File: config.mk
export PLATFORM = sky130hd
export DESIGN_NAME = egress_chain_dma
export DESIGN_NICKNAME = d
export VERILOG_FILES = /design/src/rtl/ecd_pkg.sv /design/src/rtl/ecd_datapath.sv /design/src/rtl/ecd_control.sv /design/src/rtl/egress_chain_dma.sv
export SDC_FILE = /design/constraint.sdc
export NUM_CORES = 1
export LEC_CHECK = 0
export BUFFER_PORTS_ARGS = -buffer_cell sky130_fd_sc_hd__buf_2
export CAP_MARGIN = 15
export CORE_MARGIN = 2
export CORE_UTILIZATION = 35
export CTS_CLUSTER_DIAMETER = 30
export DETAILED_ROUTE_END_ITERATION = 16
export GPL_TIMING_DRIVEN = 0
export PLACE_DENSITY = 0.56
export SLEW_MARGIN = 30
export SYNTH_ARGS = -nofsm -noshare
export SYNTH_HDL_FRONTEND = slang
export SYNTH_HIERARCHICAL = 1
export SYNTH_SLANG_ARGS = --single-unit
File: constraint.sdc
create_clock -name clk -period 11.6 [get_ports clk]
set_clock_uncertainty 0.1 [all_clocks]
set_input_delay 2.32 -clock clk [delete_from_list [all_inputs] [get_ports clk]]
set_output_delay 2.32 -clock clk [all_outputs]
set_load 0.02 [all_outputs]
File: src/rtl/ecd_pkg.sv
package ecd_pkg;

  // Strobes from the sequencer into the datapath
  typedef struct packed {
    logic sqPop;     // take head of start queue as current frame
    logic ldHdr;     // capture header fields from read data
    logic clrOff;    // point at first payload word
    logic incOff;    // advance payload word
    logic ldData;    // capture payload byte
    logic selNext;   // follow link to next page
    logic selFirst;  // rewind to first page of the frame
    logic pushFree;  // queue current page for release
    logic addrHdr;   // address word 0 of current page
  } ecdStrobes_t;

  // Conditions reported back to the sequencer
  typedef struct packed {
    logic sqEmpty;
    logic multi;
    logic lastPg;
    logic offAtLimit;
    logic freeFull;
    logic rcIsOne;
  } ecdStatus_t;

  function automatic int unsigned popCount(input logic [31:0] v);
    int unsigned c;
    c = 0;
    for (int i = 0; i < 32; i++) c += 32'(v[i]);
    return c;
  endfunction

endpackage

File: src/rtl/ecd_datapath.sv
module ecd_datapath
  import ecd_pkg::*;
#(
  parameter int PORT_ID    = 1,
  parameter int NPORTS     = 4,
  parameter int PW         = 6,
  parameter int PAGE_WORDS = 8,
  parameter int SQ_DEPTH   = 4,
  parameter int FREE_DEPTH = 4,
  parameter int MW         = 16,
  localparam int OW        = $clog2(PAGE_WORDS),
  localparam int AW        = PW + OW
) (
  input  logic              clk,
  input  logic              rstN,
  input  ecdStrobes_t       st,
  input  logic              cmdValid,
  input  logic [NPORTS-1:0] cmdDestMask,
  input  logic [PW-1:0]     cmdPage,
  input  logic              cmdGo,
  output logic              cmdReady,
  output logic [AW-1:0]     memAddr,
  input  logic [MW-1:0]     memData,
  output logic [7:0]        txByte,
  output logic [PW-1:0]     donePage,
  input  logic              busDoneValid,
  input  logic [PW-1:0]     busDonePage,
  output logic              relValid,
  output logic [PW-1:0]     relPage,
  input  logic              relReady,
  output ecdStatus_t        stat
);
  localparam int SQW       = $clog2(SQ_DEPTH);
  localparam int FRW       = $clog2(FREE_DEPTH);
  localparam int RCW       = $clog2(NPORTS + 1);
  localparam int NPAGES    = 1 << PW;
  localparam int PAGE_DATA = PAGE_WORDS - 1;

  // ---------------- start-address queue ----------------
  logic [PW-1:0]  sqPage  [SQ_DEPTH];
  logic           sqMulti [SQ_DEPTH];
  logic [SQW-1:0] sqWr, sqRd;
  logic [SQW:0]   sqCnt;
  logic           forUs, sqFull, sqPush;
  logic [RCW-1:0] destCnt;

  assign forUs    = cmdDestMask[PORT_ID];
  assign sqFull   = (sqCnt == (SQW+1)'(SQ_DEPTH));
  assign cmdReady = !(cmdValid && forUs && sqFull);
  assign sqPush   = cmdValid && cmdGo && forUs && !sqFull;
  assign destCnt  = RCW'(popCount(32'(cmdDestMask)));

  always_ff @(posedge clk) begin
    if (sqPush) begin
      sqPage[sqWr]  <= cmdPage;
      sqMulti[sqWr] <= (destCnt > RCW'(1));
    end
  end

  always_ff @(posedge clk) begin
    if (!rstN) begin
      sqWr  <= '0;
      sqRd  <= '0;
      sqCnt <= '0;
    end else begin
      if (sqPush)   sqWr <= sqWr + SQW'(1);
      if (st.sqPop) sqRd <= sqRd + SQW'(1);
      sqCnt <= sqCnt + (SQW+1)'(sqPush) - (SQW+1)'(st.sqPop);
    end
  end

  // ---------------- page walk registers ----------------
  logic [PW-1:0] curPage, firstPage, nextReg;
  logic [OW-1:0] off, cntReg;
  logic          lastReg, multiReg;
  logic [7:0]    dataReg;

  always_ff @(posedge clk) begin
    if (!rstN) begin
      curPage   <= '0;
      firstPage <= '0;
      multiReg  <= 1'b0;
      nextReg   <= '0;
      cntReg    <= '0;
      lastReg   <= 1'b0;
      off       <= '0;
      dataReg   <= '0;
    end else begin
      if (st.sqPop) begin
        curPage   <= sqPage[sqRd];
        firstPage <= sqPage[sqRd];
        multiReg  <= sqMulti[sqRd];
      end else if (st.selNext) begin
        curPage <= nextReg;
      end else if (st.selFirst) begin
        curPage <= firstPage;
      end
      if (st.ldHdr) begin
        nextReg <= memData[PW-1:0];
        cntReg  <= memData[PW+OW-1:PW];
        lastReg <= memData[PW+OW];
      end
      if (st.clrOff)      off <= OW'(1);
      else if (st.incOff) off <= off + OW'(1);
      if (st.ldData) dataReg <= memData[7:0];
    end
  end

  assign memAddr  = {curPage, (st.addrHdr ? OW'(0) : off)};
  assign txByte   = dataReg;
  assign donePage = firstPage;

  // ---------------- release FIFO ----------------
  logic [PW-1:0]  frPage [FREE_DEPTH];
  logic [FRW-1:0] frWr, frRd;
  logic [FRW:0]   frCnt;
  logic           frFull, frPop;

  assign frFull   = (frCnt == (FRW+1)'(FREE_DEPTH));
  assign relValid = (frCnt != '0);
  assign relPage  = frPage[frRd];
  assign frPop    = relValid && relReady;

  always_ff @(posedge clk) begin
    if (st.pushFree) frPage[frWr] <= curPage;
  end

  always_ff @(posedge clk) begin
    if (!rstN) begin
      frWr  <= '0;
      frRd  <= '0;
      frCnt <= '0;
    end else begin
      if (st.pushFree) frWr <= frWr + FRW'(1);
      if (frPop)       frRd <= frRd + FRW'(1);
      frCnt <= frCnt + (FRW+1)'(st.pushFree) - (FRW+1)'(frPop);
    end
  end

  // ---------------- remaining-destination counts ----------------
  logic [RCW-1:0] rc [NPAGES];

  always_ff @(posedge clk) begin
    if (!rstN) begin
      for (int i = 0; i < NPAGES; i++) rc[i] <= '0;
    end else begin
      if (sqPush) rc[cmdPage] <= destCnt;
      if (busDoneValid && rc[busDonePage] != '0 && !(sqPush && cmdPage == busDonePage))
        rc[busDonePage] <= rc[busDonePage] - RCW'(1);
    end
  end

  assign stat.sqEmpty    = (sqCnt == '0);
  assign stat.multi      = multiReg;
  assign stat.lastPg     = lastReg;
  assign stat.offAtLimit = (off == (lastReg ? cntReg : OW'(PAGE_DATA)));
  assign stat.freeFull   = frFull;
  assign stat.rcIsOne    = (rc[firstPage] == RCW'(1));


  free_no_overflow_chk: assert property (@(posedge clk) disable iff (!rstN)
    st.pushFree |-> (frCnt < (FRW+1)'(FREE_DEPTH)));


  rel_hold_chk: assert property (@(posedge clk) disable iff (!rstN)
    relValid && !relReady |=> relValid && $stable(relPage));

endmodule

File: src/rtl/ecd_control.sv
module ecd_control
  import ecd_pkg::*;
(
  input  logic        clk,
  input  logic        rstN,
  input  ecdStatus_t  stat,
  input  logic        memValid,
  input  logic        txReady,
  input  logic        doneGrant,
  output ecdStrobes_t st,
  output logic        memReq,
  output logic        txValid,
  output logic        doneReq
);
  typedef enum logic [3:0] {
    S_IDLE, S_HDR_REQ, S_HDR_WAIT, S_DAT_REQ, S_DAT_WAIT, S_DAT_SEND,
    S_PAGE_END, S_DONE, S_REL_REQ, S_REL_WAIT, S_REL_PUSH
  } ecdState_t;

  ecdState_t state, nextState;

  always_ff @(posedge clk) begin
    if (!rstN) state <= S_IDLE;
    else       state <= nextState;
  end

  always_comb begin
    nextState = state;
    st        = '0;
    memReq    = 1'b0;
    txValid   = 1'b0;
    doneReq   = 1'b0;
    unique case (state)
      S_IDLE: if (!stat.sqEmpty) begin
        st.sqPop  = 1'b1;
        nextState = S_HDR_REQ;
      end
      S_HDR_REQ: begin
        memReq     = 1'b1;
        st.addrHdr = 1'b1;
        nextState  = S_HDR_WAIT;
      end
      S_HDR_WAIT: if (memValid) begin
        st.ldHdr  = 1'b1;
        st.clrOff = 1'b1;
        nextState = S_DAT_REQ;
      end
      S_DAT_REQ: begin
        memReq    = 1'b1;
        nextState = S_DAT_WAIT;
      end
      S_DAT_WAIT: if (memValid) begin
        st.ldData = 1'b1;
        nextState = S_DAT_SEND;
      end
      S_DAT_SEND: begin
        txValid = 1'b1;
        if (txReady) begin
          if (stat.offAtLimit) nextState = S_PAGE_END;
          else begin
            st.incOff = 1'b1;
            nextState = S_DAT_REQ;
          end
        end
      end
      S_PAGE_END: begin
        if (stat.multi) begin
          if (stat.lastPg) nextState = S_DONE;
          else begin
            st.selNext = 1'b1;
            nextState  = S_HDR_REQ;
          end
        end else if (!stat.freeFull) begin
          st.pushFree = 1'b1;
          if (stat.lastPg) nextState = S_IDLE;
          else begin
            st.selNext = 1'b1;
            nextState  = S_HDR_REQ;
          end
        end
      end
      S_DONE: begin
        doneReq = 1'b1;
        if (doneGrant) begin
          if (stat.rcIsOne) begin
            st.selFirst = 1'b1;
            nextState   = S_REL_REQ;
          end else nextState = S_IDLE;
        end
      end
      S_REL_REQ: begin
        memReq     = 1'b1;
        st.addrHdr = 1'b1;
        nextState  = S_REL_WAIT;
      end
      S_REL_WAIT: if (memValid) begin
        st.ldHdr  = 1'b1;
        nextState = S_REL_PUSH;
      end
      S_REL_PUSH: if (!stat.freeFull) begin
        st.pushFree = 1'b1;
        if (stat.lastPg) nextState = S_IDLE;
        else begin
          st.selNext = 1'b1;
          nextState  = S_REL_REQ;
        end
      end
      default: nextState = S_IDLE;
    endcase
  end


  single_read_chk: assert property (@(posedge clk) disable iff (!rstN)
    memReq |=> !memReq);


  done_hold_chk: assert property (@(posedge clk) disable iff (!rstN)
    doneReq && !doneGrant |=> doneReq);

endmodule

File: src/rtl/egress_chain_dma.sv
module egress_chain_dma
  import ecd_pkg::*;
#(
  parameter int PORT_ID    = 1,
  parameter int NPORTS     = 4,
  parameter int PW         = 6,
  parameter int PAGE_WORDS = 8,
  parameter int SQ_DEPTH   = 4,
  parameter int FREE_DEPTH = 4,
  parameter int MW         = 16,
  localparam int OW        = $clog2(PAGE_WORDS),
  localparam int AW        = PW + OW
) (
  input  logic              clk,
  input  logic              rstN,
  input  logic              cmdValid,
  input  logic [NPORTS-1:0] cmdDestMask,
  input  logic [PW-1:0]     cmdPage,
  output logic              cmdReady,
  input  logic              cmdGo,
  output logic              memReq,
  output logic [AW-1:0]     memAddr,
  input  logic              memValid,
  input  logic [MW-1:0]     memData,
  output logic              txValid,
  output logic [7:0]        txByte,
  input  logic              txReady,
  output logic              doneReq,
  output logic [PW-1:0]     donePage,
  input  logic              doneGrant,
  input  logic              busDoneValid,
  input  logic [PW-1:0]     busDonePage,
  output logic              relValid,
  output logic [PW-1:0]     relPage,
  input  logic              relReady
);
  ecdStrobes_t st;
  ecdStatus_t  stat;

  ecd_control u_ctl (
    .clk(clk), .rstN(rstN), .stat(stat), .memValid(memValid),
    .txReady(txReady), .doneGrant(doneGrant), .st(st),
    .memReq(memReq), .txValid(txValid), .doneReq(doneReq)
  );

  ecd_datapath #(
    .PORT_ID(PORT_ID), .NPORTS(NPORTS), .PW(PW), .PAGE_WORDS(PAGE_WORDS),
    .SQ_DEPTH(SQ_DEPTH), .FREE_DEPTH(FREE_DEPTH), .MW(MW)
  ) u_dp (
    .clk(clk), .rstN(rstN), .st(st),
    .cmdValid(cmdValid), .cmdDestMask(cmdDestMask), .cmdPage(cmdPage),
    .cmdGo(cmdGo), .cmdReady(cmdReady),
    .memAddr(memAddr), .memData(memData), .txByte(txByte),
    .donePage(donePage), .busDoneValid(busDoneValid), .busDonePage(busDonePage),
    .relValid(relValid), .relPage(relPage), .relReady(relReady), .stat(stat)
  );


  tx_hold_chk: assert property (@(posedge clk) disable iff (!rstN)
    txValid && !txReady |=> txValid && $stable(txByte));

endmodule

Yosys cells after proc, flatten, opt, wreduce, memory -nomap -nowiden
Memory sizes are Yosys's and may differ from the RTL's. A register that Yosys moved wholly into a read port is not among the register bits.
Index checks and enable logic that the tools add are counted.
- register bits after elaboration: 51
- latch bits: 0
- memory bits (writable): 244
- bits in read-only memories: 0
- input bits: 41
- output and inout port bits: 34
- memories: 4
- add/sub/neg operators: 13
- $mul: 0
- divide/modulo/power cells: 0
- $lt $le $gt $ge: 1
- eq/ne operators: 23
- shift operators: 0
- multiplexer cells: 68
- bitwise gates (word level): 1
- reduce and logical (&&, ||, !) cells: 25
- memories (memory ; depth ; width ; read ports ; clocked after memory_dff ; write ports ; RTL line ; text):
    u_dp.rc ; 64 ; 3 ; 2 ; 1 ; 64 ; ecd_datapath.sv:141 ; logic [RCW-1:0] rc [NPAGES];
    u_dp.frPage ; 4 ; 6 ; 1 ; 1 ; 1 ; ecd_datapath.sv:114 ; logic [PW-1:0] frPage [FREE_DEPTH];
    u_dp.sqPage ; 4 ; 6 ; 1 ; 1 ; 1 ; ecd_datapath.sv:40 ; logic [PW-1:0] sqPage [SQ_DEPTH];
    u_dp.sqMulti ; 4 ; 1 ; 1 ; 1 ; 1 ; ecd_datapath.sv:41 ; logic sqMulti [SQ_DEPTH];
- operators by type and width (cell ; count):
    $mux 4 ; 11
    $pmux 4 s11 ; 1
    $mux 6 ; 7
    $mux 1 ; 35
    $mux 3 ; 6
    $eq 4x3->1 const B ; 4
    $ne 2x2->1 const B ; 7
    $add 3x1->3 ; 4
    $eq 4x4->1 const B ; 3
    $mux 2 ; 5
    $logic_and 1x1->1 ; 9
    $reduce_bool 3->1 ; 3
    $reduce_or 3->1 ; 3
    $add 2x1->2 const B ; 4
    $eq 4x2->1 const B ; 2
    $reduce_and 8->1 ; 1
    $eq 3x3->1 const B ; 2
    $eq 6x6->1 ; 1
    $pmux 1 s2 ; 3
    $sub 3x1->3 ; 2
    $eq 4x1->1 const B ; 1
    $logic_not 1->1 ; 4
    $logic_not 4->1 ; 1
    $reduce_or 2->1 ; 2
    10 further kinds ; 10

Depth between registers and ports, before layout
- word-level depth: 11
- gate-level depth with buffers: 18

Cells and area by module
Netlist, hierarchy kept.
- modules (own cells, without submodules) (module ; times used ; cells each ; area each (µm²) ; sequential area each (µm²)):
    ecd_datapath ; 1 ; 1420 ; 16667.2 ; 8488.1
    ecd_control ; 1 ; 79 ; 576.8 ; 80.1

Least setup slack after synthesis
OpenSTA, ideal clock, no wires.
- kind: in2reg
- from: in busDonePage[2]
- to: mem u_dp/rc[17][0] (netlist bit), enable pin
- setup time: 0.344 ns
- arrival time: 5.242 ns
- data required time: 11.156 ns
- path slack: 5.913 ns
- cell stages on the path: 17
- cell sequence: buf_6 -> buf_2 -> and2_1 -> clkbuf_1 -> a221o_1 -> a21oi_1 -> o22ai_2 -> nor2_1 -> and4_1 -> ha_1 -> ha_1 -> nor2_1 -> and3_1 -> buf_2 -> nand2_1 -> buf_2 -> o21ai_0
- RTL lines (element ; RTL line ; text):
    start, declared ; egress_chain_dma.sv:32 ; input logic [PW-1:0] busDonePage,
    end, declared ; ecd_datapath.sv:141 ;

==> run_results.csv <==
group,metric,value,unit
synthesis,synth_edf_count,244,
hold_path,hp-class,"register to register",
synthesis,synthFlopType,"edfxtp_1",
cts,clockBufferDepth,3,
die,io_pins,75,
timing,finalCriticalPeriod,7080,ps
synthesis,netlist.area_leader.share,42.5,%
synthesis,synth-async-reset-ratio,0,%
cts,h-tree-depth,3,
flow_run,drv_cap,0,
die,die_x,226,um
placement,dp_hpwl,52700,um
final_layout,nets,1707,
cts,path_clk_slew,50,ps
synthesis,yosys-top-cells-count,"edfxtp_1, a22o_1, nor2_1, clkbuf_1, nand2_1",
final_layout,drive_above_1_share,19.4,%
timing,fin_crit_sh,61.0,%
critical_path,cp-start-kind,"input port",
route,drtPass1Iterations,7,
global_route,grt_pass1_vias,14800,
synthesis,syn-num-nets,1561,
route,drc,0,
global_route,grt_pass1_wl,105000,um
synthesis,synth_area_leader_cell,"edfxtp_1",
route,ant_nets,0,
cts,cts_buffers,77,
global_route,antenna_found_initial,1,
die,rows,81,
critical_path,crit_required,11750,ps
placement,port-buffer-count,66,
route,vias,15200,
cts,clock_sinks,306,
cts,post_cts_buffers,0,
power,p_leak,7.40,nW
synthesis,post-synth-top-count-cell,"edfxtp_1",
critical_path,max_stage_delay,700,ps
critical_path,crit_type,"input port to register",
final_layout,area_growth,22.5,%
critical_path,cp-end-kind,"register",
synthesis,ys_ff_latch,306,
critical_path,crit_path_top_delay_cell,"clkbuf_1",
timing,layout_setup_ws,4520,ps
synthesis,ys_seq_area_share,49.7,%
critical_path,path_cells,"clkbuf_1 > inv_1 > or3_1 > clkbuf_1 > nor2_1 > a21oi_1 > and4_1 > ha_1 > ha_1 > nor2_1 > and3_1 > buf_2 > nand2_1 > o221ai_1",
synthesis,synth_area_leaders,"edfxtp_1, a22o_1, dfxtp_1, mux4_2, mux2i_1",
placement,place_congestion,1.04,
final_layout,instances_no_fill,2373,
global_route,grt_max_degree,14,
timing,final.setup.tns,0,ps
timing,relSlewSlack,21.3,%
critical_path,crit_fanout,10,
cts,cts_resized,0,
die,fp.dieArea,51100,um^2
synthesis,synthCells,1499,
synthesis,postSynthAreaPerCell,11.5,um^2
final_layout,n_fill_cell,4622,
synthesis,yosys.cell_types.count,77,
timing,tightest_slew,1180,ps
die,initial_utilization,35.4,%
synthesis,ys.warnings.count,6,
critical_path,critPathBufInv,4,
cts,cts_root_buf,"clkbuf_16",
global_route,gr-total-overflow,0,
power,p_per_area,212,nW/um^2
timing,clock.fmax,141,MHz
die,die_y,226,um
critical_path,crit_arrival,7220,ps
route,drt_iter0_drc,2050,
die,core_area,48700,um^2
timing,slew_violations,0,
synthesis,syn_area,17200,um^2
cts,clkLatencyLatePin,620,ps
power,irDropWorstVdd,0.118,mV
route,avgRoutedWirePerCell,31.7,um
global_route,grtUsageTotal,29.6,%
cts,cts_tree,"done",
route,routed_wl,75300,um
cts,holdBufCountCts,0,
timing,grt_setup_unrepaired,"false",
placement,dp_slack,4110,ps
timing,finalHoldViolations,0,
status,status,"complete, no violations",
critical_path,crit_family,"simple AND/OR/NAND/NOR gates",
route,detail_route.vias_per_cell,6.40,
timing,setup_viol,0,
placement,dpl.cell_count,2229,
state kept, by name, summed over array words and instances (netlist names), named ones only:
signal,count
u_dp/sqCnt,3
u_ctl/state,4
u_dp/nextReg,6
u_dp/curPage,6
u_dp/sqMulti,4
u_dp/sqWr,2
u_dp/multiReg,1
u_dp/txByte,8
u_dp/sqPage,24
u_dp/lastReg,1
u_dp/off,3
u_dp/sqRd,2
u_dp/donePage,6
u_dp/frWr,2
u_dp/frPage,24
u_dp/rc,192
u_dp/frRd,2
u_dp/frCnt,3
u_dp/cntReg,3
worst reg2reg max path, delay by kind of cell (launching register included):
family	cells	cell delay, ps
buffers and inverters	3	1680
AO/OA/AOI/OAI	3	1330
flip-flops	1	320
AND/OR/NAND/NOR	5	1150
per-stage QoR:
step | util [%] | cell area [um^2] | hold WS, ps | total power, W
after floorplan | - | 17200 | 376 | 0.00188
after global placement | 37.8 | 18400 | 393 | 0.00225
after detailed placement | 37.8 | 18400 | 403 | 0.00225
final | 43.3 | 21100 | 410 | 0.00448
after CTS | 43.3 | 21100 | 418 | 0.00447
after global routing | 43.3 | 21100 | 437 | 0.00460
placed cells by master (no fill, tap or decap), types with 54 or more instances in the layout:
cell type,n
a22o_1,154
buf_2,97
mux4_2,54
clkbuf_1,95
nor2_1,119
dfxtp_1,62
edfxtp_1,244
clkbuf_16,77
nand2_1,92
mux2i_1,57
logic make-up (layout without fill, tap and decap cells):
kind of cell	Yosys count	after routing	synth area share, %
buffers and inverters	193	401	5.01
multiplexers	122	122	11.1
other	0	2	0
AND/OR/NAND/NOR	436	436	13.2
AO/OA/AOI/OAI	400	400	18.3
XOR/XNOR	21	21	1.07
adder cells (fa/ha/maj)	21	21	1.65
flip-flops	306	306	49.7
power breakdown:
part	internal (W)	switching, W	total, W	leakage [nW]
Sequential	0.00127	0.0000799	0.00135	2.98
Clock	0.00150	0.000711	0.00221	1.28
Combinational	0.000300	0.000621	0.000921	3.14
Total	0.00307	0.00141	0.00448	7.40
layout make-up:
class | instances | area, um^2 | share of cell area (%)
Multi-Input combinational cell | 1000 | 7830 | 37.0
Tap cell | 664 | 831 | 3.93
Buffer | 145 | 689 | 3.26
Sequential cell | 306 | 8570 | 40.6
Antenna cell | 2 | 5.00 | 0.0237
Clock inverter | 58 | 733 | 3.47
Clock buffer | 83 | 1960 | 9.27
Timing Repair Buffer | 67 | 338 | 1.60
Inverter | 48 | 180 | 0.853
final timing paths:
| kind | start | end | slack, ps | cells past startpoint |
|---|---|---|---|---|
| worst max-delay path | busDonePage[4] | u_dp/rc[35][1] | 4520 | 14 |
| worst min-delay path | u_dp/txByte[1] | u_dp/txByte[1] | 410 | 2 |
| worst max register to register | register | u_dp/curPage[4] | 6940 | 11 |
| worst min register to register | u_dp/txByte[1] | u_dp/txByte[1] | 410 | 2 |
routing by layer:
metal  routed length (um)  global-route usage, %  up-vias
li1                     -                      -     6215
met1                27400                   36.7     7403
met2                31600                   43.2     1229
met3                10200                   9.42      344
met4                 6200                   21.5        0
met5                    0                      0        -
No activity file was read; power rests on OpenSTA's default activity.
